===== src/rtl/sfr_tx_pkg.sv =====
package sfr_tx_pkg;

   typedef enum logic [1:0] {
      ST_IDLE = 2'd0,
      ST_LEAD = 2'd1,
      ST_PRE  = 2'd2,
      ST_DATA = 2'd3
   } sfr_state_e;

   localparam logic [1:0] LEN_NONE    = 2'b00;
   localparam logic [1:0] LEN_QUARTER = 2'b01;
   localparam logic [1:0] LEN_HALF    = 2'b10;
   localparam logic [1:0] LEN_FULL    = 2'b11;

endpackage


===== src/rtl/sfr_len_decode.sv =====
module sfr_len_decode
   import sfr_tx_pkg::*;
#(
   parameter int SYNC_W = 16,
   parameter int CNT_W  = 4
) (
   input  logic [1:0]       sel_i,
   output logic             has_pre_o,
   output logic [CNT_W-1:0] last_idx_o
);
   localparam int QW = SYNC_W / 4;
   localparam int HW = SYNC_W / 2;

   always_comb begin
      has_pre_o  = 1'b1;
      last_idx_o = '0;
      unique case (sel_i)
         LEN_QUARTER: last_idx_o = CNT_W'(QW - 1);
         LEN_HALF:    last_idx_o = CNT_W'(HW - 1);
         LEN_FULL:    last_idx_o = CNT_W'(SYNC_W - 1);
         default:     has_pre_o  = 1'b0;
      endcase
   end
endmodule


===== src/rtl/sfr_pat_bit.sv =====
module sfr_pat_bit #(
   parameter int SYNC_W = 16,
   parameter int CNT_W  = 4
) (
   input  logic [SYNC_W-1:0] pat_i,
   input  logic [CNT_W-1:0]  idx_i,
   output logic              bit_o
);
   localparam int  IDX_W = (SYNC_W > 1) ? $clog2(SYNC_W) : 1;
   localparam bit  POW2  = ((SYNC_W & (SYNC_W - 1)) == 0);

   generate
      if (POW2) begin : g_direct
         assign bit_o = pat_i[idx_i[IDX_W-1:0]];
      end else begin : g_search
         always_comb begin
            bit_o = 1'b1;
            for (int k = 0; k < SYNC_W; k++) begin
               if (idx_i == CNT_W'(k)) bit_o = pat_i[k];
            end
         end
      end
   endgenerate
endmodule


===== src/rtl/sfr_data_shift.sv =====
module sfr_data_shift #(
   parameter int DATA_W = 8
) (
   input  logic              clk,
   input  logic              rst_n,
   input  logic              load_i,
   input  logic              shift_i,
   input  logic [DATA_W-1:0] din_i,
   output logic              msb_o
);
   logic [DATA_W-1:0] sh_q;

   always_ff @(posedge clk or negedge rst_n) begin
      if (!rst_n)       sh_q <= '0;
      else if (load_i)  sh_q <= din_i;
      else if (shift_i) sh_q <= {sh_q[DATA_W-2:0], 1'b0};
   end

   assign msb_o = sh_q[DATA_W-1];
endmodule


===== src/rtl/sfr_tx_framer.sv =====
module sfr_tx_framer
   import sfr_tx_pkg::*;
#(
   parameter int DATA_W = 8,
   parameter int SYNC_W = 16
) (
   input  logic              clk,
   input  logic              rst_n,
   input  logic              bit_en,
   input  logic              enable,
   input  logic              fill_sync,
   input  logic [1:0]        sync_len,
   input  logic [SYNC_W-1:0] sync_pat,
   input  logic [DATA_W-1:0] in_data,
   input  logic              in_valid,
   input  logic              in_sof,
   input  logic              in_last,
   output logic              in_ready,
   output logic              txd,
   output logic              rts
);
   localparam int MAXW  = (SYNC_W > DATA_W) ? SYNC_W : DATA_W;
   localparam int CNT_W = $clog2(MAXW);
   localparam logic [CNT_W-1:0] BYTE_LAST = CNT_W'(DATA_W - 1);

   generate
      if (DATA_W < 2) begin : g_bad_data
         $error("sfr_tx_framer: DATA_W must be at least 2");
      end
      if (SYNC_W < 4 || (SYNC_W % 4) != 0) begin : g_bad_sync
         $error("sfr_tx_framer: SYNC_W must be a multiple of 4");
      end
   endgenerate

   sfr_state_e       st_q, st_n;
   logic [CNT_W-1:0] cnt_q, cnt_n;
   logic [CNT_W-1:0] idx_q, idx_n;
   logic             frm_q, frm_n;
   logic             mode_q, mode_n;
   logic             en_q, en_n;
   logic             pre_q, pre_n;
   logic             last_q, last_n;
   logic             load, shift, bnd, from_frame, start;
   logic             has_pre_new;
   logic [CNT_W-1:0] idx_new;
   logic             pat_bit, data_bit;

   sfr_len_decode #(.SYNC_W(SYNC_W), .CNT_W(CNT_W)) u_len (
      .sel_i      (sync_len),
      .has_pre_o  (has_pre_new),
      .last_idx_o (idx_new)
   );

   sfr_pat_bit #(.SYNC_W(SYNC_W), .CNT_W(CNT_W)) u_pat (
      .pat_i (sync_pat),
      .idx_i (cnt_q),
      .bit_o (pat_bit)
   );

   sfr_data_shift #(.DATA_W(DATA_W)) u_shift (
      .clk     (clk),
      .rst_n   (rst_n),
      .load_i  (load),
      .shift_i (shift),
      .din_i   (in_data),
      .msb_o   (data_bit)
   );

   assign start = in_valid && in_sof;

   always_comb begin
      st_n       = st_q;
      cnt_n      = cnt_q;
      idx_n      = idx_q;
      frm_n      = frm_q;
      mode_n     = mode_q;
      en_n       = en_q;
      pre_n      = pre_q;
      last_n     = last_q;
      load       = 1'b0;
      shift      = 1'b0;
      bnd        = 1'b0;
      from_frame = 1'b0;
      if (bit_en) begin
         unique case (st_q)
            ST_IDLE: bnd = 1'b1;
            ST_LEAD: begin
               if (pre_q) begin
                  st_n  = ST_PRE;
                  frm_n = 1'b1;
                  cnt_n = idx_q;
               end else if (in_valid) begin
                  load   = 1'b1;
                  st_n   = ST_DATA;
                  cnt_n  = BYTE_LAST;
                  last_n = in_last;
               end else begin
                  bnd        = 1'b1;
                  from_frame = 1'b1;
               end
            end
            ST_PRE: begin
               if (cnt_q != '0) begin
                  cnt_n = cnt_q - 1'b1;
               end else if (frm_q && in_valid) begin
                  load   = 1'b1;
                  st_n   = ST_DATA;
                  cnt_n  = BYTE_LAST;
                  last_n = in_last;
               end else begin
                  bnd        = 1'b1;
                  from_frame = frm_q;
               end
            end
            default: begin
               if (cnt_q != '0) begin
                  cnt_n = cnt_q - 1'b1;
                  shift = 1'b1;
               end else if (!last_q && in_valid) begin
                  load   = 1'b1;
                  cnt_n  = BYTE_LAST;
                  last_n = in_last;
               end else begin
                  bnd        = 1'b1;
                  from_frame = 1'b1;
               end
            end
         endcase
         if (bnd) begin
            mode_n = fill_sync;
            en_n   = enable;
            pre_n  = has_pre_new;
            idx_n  = idx_new;
            frm_n  = 1'b0;
            if (!enable || (from_frame && !fill_sync)) begin
               st_n = ST_IDLE;
            end else if (fill_sync && has_pre_new) begin
               st_n  = ST_PRE;
               frm_n = start;
               cnt_n = idx_new;
            end else if (start) begin
               st_n = ST_LEAD;
            end else begin
               st_n = ST_IDLE;
            end
         end
      end
   end

   always_ff @(posedge clk or negedge rst_n) begin
      if (!rst_n) begin
         st_q   <= ST_IDLE;
         cnt_q  <= '0;
         idx_q  <= '0;
         frm_q  <= 1'b0;
         mode_q <= 1'b0;
         en_q   <= 1'b0;
         pre_q  <= 1'b0;
         last_q <= 1'b0;
      end else begin
         st_q   <= st_n;
         cnt_q  <= cnt_n;
         idx_q  <= idx_n;
         frm_q  <= frm_n;
         mode_q <= mode_n;
         en_q   <= en_n;
         pre_q  <= pre_n;
         last_q <= last_n;
      end
   end

   always_comb begin
      unique case (st_q)
         ST_PRE:  txd = pat_bit;
         ST_DATA: txd = data_bit;
         default: txd = 1'b1;
      endcase
   end

   assign rts      = (st_q != ST_IDLE) || (mode_q && en_q);
   assign in_ready = ((st_q == ST_LEAD) && !pre_q)
                  || ((st_q == ST_PRE) && frm_q && (cnt_q == '0))
                  || ((st_q == ST_DATA) && (cnt_q == '0) && !last_q);
endmodule


===== config.mk =====
export PLATFORM = sky130hd
export DESIGN_NAME = sfr_tx_framer
export DESIGN_NICKNAME = d
export VERILOG_FILES = /design/src/rtl/sfr_tx_pkg.sv /design/src/rtl/sfr_len_decode.sv /design/src/rtl/sfr_pat_bit.sv /design/src/rtl/sfr_data_shift.sv /design/src/rtl/sfr_tx_framer.sv
export SDC_FILE = /design/constraint.sdc
export NUM_CORES = 1
export LEC_CHECK = 0
export BUFFER_PORTS_ARGS = -buffer_cell sky130_fd_sc_hd__buf_2
export CAP_MARGIN = 20
export CORE_MARGIN = 2
export CORE_UTILIZATION = 25
export DETAILED_ROUTE_END_ITERATION = 8
export GPL_ROUTABILITY_DRIVEN = 0
export RECOVER_POWER = 25
export SLEW_MARGIN = 5
export SYNTH_ARGS = -nofsm -noshare
export SYNTH_HDL_FRONTEND = slang
export SYNTH_SLANG_ARGS = --single-unit

===== constraint.sdc =====
create_clock -name clk -period 3.1 [get_ports clk]
set_input_delay 0.62 -clock clk [delete_from_list [all_inputs] [get_ports clk]]
set_output_delay 0.62 -clock clk [all_outputs]
set_load 0.05 [all_outputs]

== Word level (Yosys, flattened, before mapping) ==
Index checks and enable logic that the tools add are counted.
Operators by class
  bitwise logic cells: 1
  order comparisons: 1
  reduce and logical (&&, ||, !) cells: 34
  eq/ne operators: 14
  muxes and demuxes: 61
  add/sub/neg operators: 1
Operators by type and width (count)
  2-to-1 mux 4 bit: 9
  2-to-1 mux 1 bit: 34
  case mux 4 bit (3 select lines): 2
  2-to-1 mux 8 bit: 2
  2-to-1 mux 2 bit: 7
  case mux 1 bit (3 select lines): 4
  logical AND 1 bit: 11
  equality test 2 bit, second input constant: 4
  != test 2 bit, second input constant: 4
  AND reduction 8 bit: 1
  nonzero test 2 bit: 4
  != test 3 bit, second input constant: 2
  nonzero test 3 bit: 2
  OR reduction 3 bit: 2
  < comparator 4 x 5 -> 1 bit, second input constant: 1
  AND reduction 5 bit: 1
  binary-select mux 1 bit (select 4 bit): 1
  equality test 2 x 1 -> 1 bit, second input constant: 2
  zero test 1 bit: 4
  zero test 4 bit: 1
  logical OR 1 bit: 4
  != test 4 bit, second input constant: 1
  case mux 2 bit (2 select lines): 1
  nonzero test 4 bit: 1
  other kinds (7): 7
Storage, ports and cells
  bits in registers: 23
  word-level logic and storage cells: 121
  input bits: 34
  output and inout port bits: 3

== Longest topological paths before layout ==
  word-level depth: 10
  gate-level depth with buffers: 9
  gate-level depth less buffers: 7

== Hierarchy ==
From an unflattened synthesis, not the netlist that was laid out.
Unflattened totals
  cell total of the unflattened synthesis: 167
  area total of the unflattened synthesis: 1594.0 µm²
By module, submodules not included
  sfr_tx_framer: instances 1, cells an instance 121, sequential area each 375.4 µm², area an instance 1057.3 µm²
  sfr_data_shift: instances 1, cells an instance 34, sequential area each 200.2 µm², area an instance 369.1 µm²
  sfr_pat_bit: instances 1, cells an instance 7, sequential area each 0.0 µm², area an instance 135.1 µm²
  sfr_len_decode: instances 1, cells an instance 5, sequential area each 0.0 µm², area an instance 32.5 µm²

== Worst setup path after synthesis ==
OpenSTA, ideal clock, no wires.
  kind: register to output
  from: register cnt_q[0]
  to: output txd
  stages on the path, launching flop included: 6
  data required time: 2.480 ns
  path buffers: 1
  path slack: 0.620 ns
  arrival: 1.860 ns
  path through: dfrtp_1 -> clkbuf_1 -> mux4_2 -> mux2i_1 -> nor3b_1 -> a2111o_1
Between the ends
  word-level cells in the longest chain between the ends: 3
Ends and longest elaborated chain
  from (decl): line sfr_tx_framer.sv:36  | logic [CNT_W-1:0] cnt_q, cnt_n;
  from (signal assigned): line sfr_tx_framer.sv:162  | cnt_q <= cnt_n;
  binary-select mux 1 bit (select 4 bit): line sfr_pat_bit.sv:14  | assign bit_o = pat_i[idx_i[IDX_W-1:0]];
  2-to-1 mux 1 bit (implied by the code): line sfr_pat_bit.sv:14
  case mux 1 bit (2 select lines): line sfr_tx_framer.sv:173  | unique case (st_q)
  to (decl): line sfr_tx_framer.sv:19  | output logic txd,
No other way between the ends. The select of a mux whose other input is x is not followed.

== Final worst setup path ==
Same ends and word-level chain as after synthesis.

==> results_dict.tcl <==
set metrics [dict create \
    status "finished clean" \
    fp.dieW_um 78.8 \
    gr-usage-all-layers_pct 11.6 \
    tritoncts_clock_tree "done" \
    rsz0062_at_grt "false" \
    number_of_unique_standard_cell_types_used_by_synthesis 50 \
    max_slew.worst_pin.slew_ps 1190 \
    finClkSkew_ps 0.668 \
    nFillCells 607 \
    max-clock-path-buffers 2 \
    timing.final.setup_violations 0 \
    synth_warnings 0 \
    route.top_layer_used "met4" \
    place.port_buffers 36 \
    wl_met2_um 1530 \
    post_synth.cell_area_avg_um2 9.66 \
    vias_per_cell 4.94 \
    holdCritPathClass "reg2reg" \
    async_reset_ff_share_pct 100 \
    cts_repair_resize_count 0 \
    hold_viol_final 0 \
    fp.dieArea_um2 6210 \
    detail_routed_net_length_per_standard_cell_um 13.5 \
    mappedNetlistArea_um2 1400 \
    wirelength_um 3330 \
    timing.hold.worst.start "u_shift.sh_q[3]$_DFFE_PN0P_" \
    vias 1216 \
    postCtsHoldBufs 0 \
    die_height_um 78.8 \
    period_needed_ps 2760 \
    timing_max_transition_violations_final 0 \
    drv.max_cap_violation_count 0 \
    layout.area.seq_um2 526 \
    fin_setup_tns_ps 0 \
    power.leakage_nw 0.775 \
    critical_path_class "reg2out" \
    grt_max_degree 22 \
    fmax_ghz 0.362 \
    clock-sinks 21 \
    timing.rr.end "u_shift.sh_q[3]$_DFFE_PN0P_" \
    critical_path_required_ps 2480 \
    slew-limit-headroom_pct 20.9 \
    std_cell_rows 27 \
    multi_input_area_um2 796 \
    route.met3.wl_um 173 \
    cts.clk_slew.worst_paths_ps 70 \
    cts_setup_buffers 0 \
    synth_cells 145 \
    detail_route_antenna_nets 0 \
    cts_buffers 3 \
    startpoint_type "register" \
    grt_pass1_vias 1236 \
    core_area_um2 5470 \
    p_per_area_nw_per_um2 689 \
    start_util_pct 25.6 \
    drt_iter0_drc 74 \
    cp.arrival_ps 2140 \
    antenna_cells_inserted 0 \
    stdcell_area_um2 1650 \
    clkLatencyLatePin_ps 260 \
    post_route_cells_drive_above_1_share_pct 31.0 \
    syn2layout_area_growth_pct 18.0 \
    fin_nets 211 \
    critPathMaxFanout 7 \
    power.ir.vdd_worst_mv 0.286 \
    synth-edff-count 0 \
    ys_seq_elements 21 \
    synth-seq-area-share_pct 37.5 \
    cp-end-kind "primary output" \
    io-pin-count 37 \
    synthFlopType "sky130_fd_sc_hd__dfrtp_1" \
    dr.pass1.iters 4 \
    h_tree_level_count 1 \
    cts.root.buffer_cell "sky130_fd_sc_hd__clkbuf_8" \
    globalRoute.totalOverflow 0 \
    hold-path-cell-count 1 \
    drc_errors 0 \
    met1Wirelength_um 1610 \
    hpwlAfterDp_um 2500 \
    synth.net_count 181 \
    antenna_found_initial 0 \
    endpoint_worst_hold "u_shift.sh_q[3]$_DFFE_PN0P_" \
    mostFrequentLayoutCells "sky130_fd_sc_hd__buf_2 (35), sky130_fd_sc_hd__nand2_1 (23), sky130_fd_sc_hd__dfrtp_1 (21)" \
    grt_pass1_wl_um 5790 \
    final_common_cell "sky130_fd_sc_hd__buf_2" \
    rr_startpoint "cnt_q[0]$_DFFE_PN0P_" \
    reg2regPathDepth 7 \
    rrSetupSlack_ps 800 \
    place_area_um2 1610 \
    layout_worst_path_cycle_share_pct 89.0 \
]
[routing by layer]
layer,vias to the layer above,GRT usage [%]
li1,606,-
met5,-,0
met3,2,2.95
met2,36,19.1
met1,572,15.6
met4,0,2.07
[cell type report]
cell class | instances | area share [%]
multi-input cells | 109 | 48.2
flip-flops and latches | 21 | 31.8
repair buffers | 36 | 10.8
well taps | 72 | 5.45
clock buffers | 3 | 2.50
inverters | 4 | 0.909
clock inverters | 1 | 0.303
[worst max-delay path, cell delays in order, from the launching register on]
cell,delay (ps)
sky130_fd_sc_hd__dfrtp_1,500
sky130_fd_sc_hd__mux4_2,530
sky130_fd_sc_hd__mux2i_1,150
sky130_fd_sc_hd__nor3b_1,70
sky130_fd_sc_hd__a2111o_1,410
sky130_fd_sc_hd__buf_2,220
[state kept, by name, summed over array words and instances, names as in the netlist]
name,cells
cnt_q,4
u_shift.sh_q,8
idx_q,3
mode_q,1
en_q,1
last_q,1
frm_q,1
st_q,2
[cell families (layout without fill, tap and decap cells)]
logic type / Yosys count / after routing / share of synthesized area [%]
DFF: 21 / 21 / 37.5
and+or+nand+nor: 49 / 49 / 18.2
AOI/OAI and AO/OA: 44 / 44 / 22.9
adders and majority gates: 2 / 2 / 1.79
muxes: 14 / 14 / 13.9
buffers and inverters: 15 / 44 / 5.63
[worst max path at each step]
| stage | cells past startpoint | endpoint | from |
|---|---|---|---|
| finish | 5 | txd | cnt_q[0]$_DFFE_PN0P_ |
| global route | 5 | txd | cnt_q[0]$_DFFE_PN0P_ |
| CTS | 5 | txd | cnt_q[0]$_DFFE_PN0P_ |
| detailed placement | 6 | txd | sync_pat[15] |
| global placement | 6 | txd | sync_pat[15] |
| floorplan | 5 | txd | cnt_q[0]$_DFFE_PN0P_ |
[power by group]
group          switching [mW]  internal [mW]  total, mW
clock                  0.0890         0.0895      0.179
combinational           0.222          0.233      0.456
sequential              0.133          0.371      0.504
total                   0.444          0.694       1.14
[synthesized netlist by cell type, drive strengths merged, types with 2 or more instances]
| cell type | number | area [um^2] |
|---|---|---|
| mux4 | 4 | 90.1 |
| nand2b | 3 | 18.8 |
| a32o | 2 | 21.3 |
| buf | 5 | 40.0 |
| nand2 | 23 | 86.3 |
| nand3b | 2 | 15.0 |
| a22o | 4 | 35.0 |
| and3 | 2 | 12.5 |
| o21ai | 10 | 50.0 |
| a31oi | 4 | 25.0 |
| mux2 | 4 | 45.0 |
| nand3 | 2 | 10.0 |
| inv | 4 | 15.0 |
| clkbuf | 6 | 23.8 |
| a21oi | 5 | 28.8 |
| a21o | 6 | 45.0 |
| nor2 | 5 | 21.3 |
| dfrtp | 21 | 526 |
| mux2i | 6 | 60.1 |
| nor3 | 3 | 20.0 |
| nand4 | 2 | 12.5 |
| ha | 2 | 25.0 |
[through the flow]
| stage | util [%] | hold WS, ps | worst slack [ps] | cells | power [mW] |
|---|---|---|---|---|---|
| 3_3_place_gp | 29.4 | 464 | 473 | 242 | 0.956 |
| 5_1_grt | 30.2 | 509 | 193 | 246 | 1.24 |
| 3_5_place_dp | 29.4 | 473 | 435 | 242 | 0.966 |
| 6_report | 30.2 | 485 | 341 | 246 | 1.14 |
| 2_1_floorplan | - | 324 | 620 | 145 | 0.874 |
| 4_1_cts | 30.2 | 330 | 293 | 246 | 1.16 |
(Power assumes the default switching activity.)
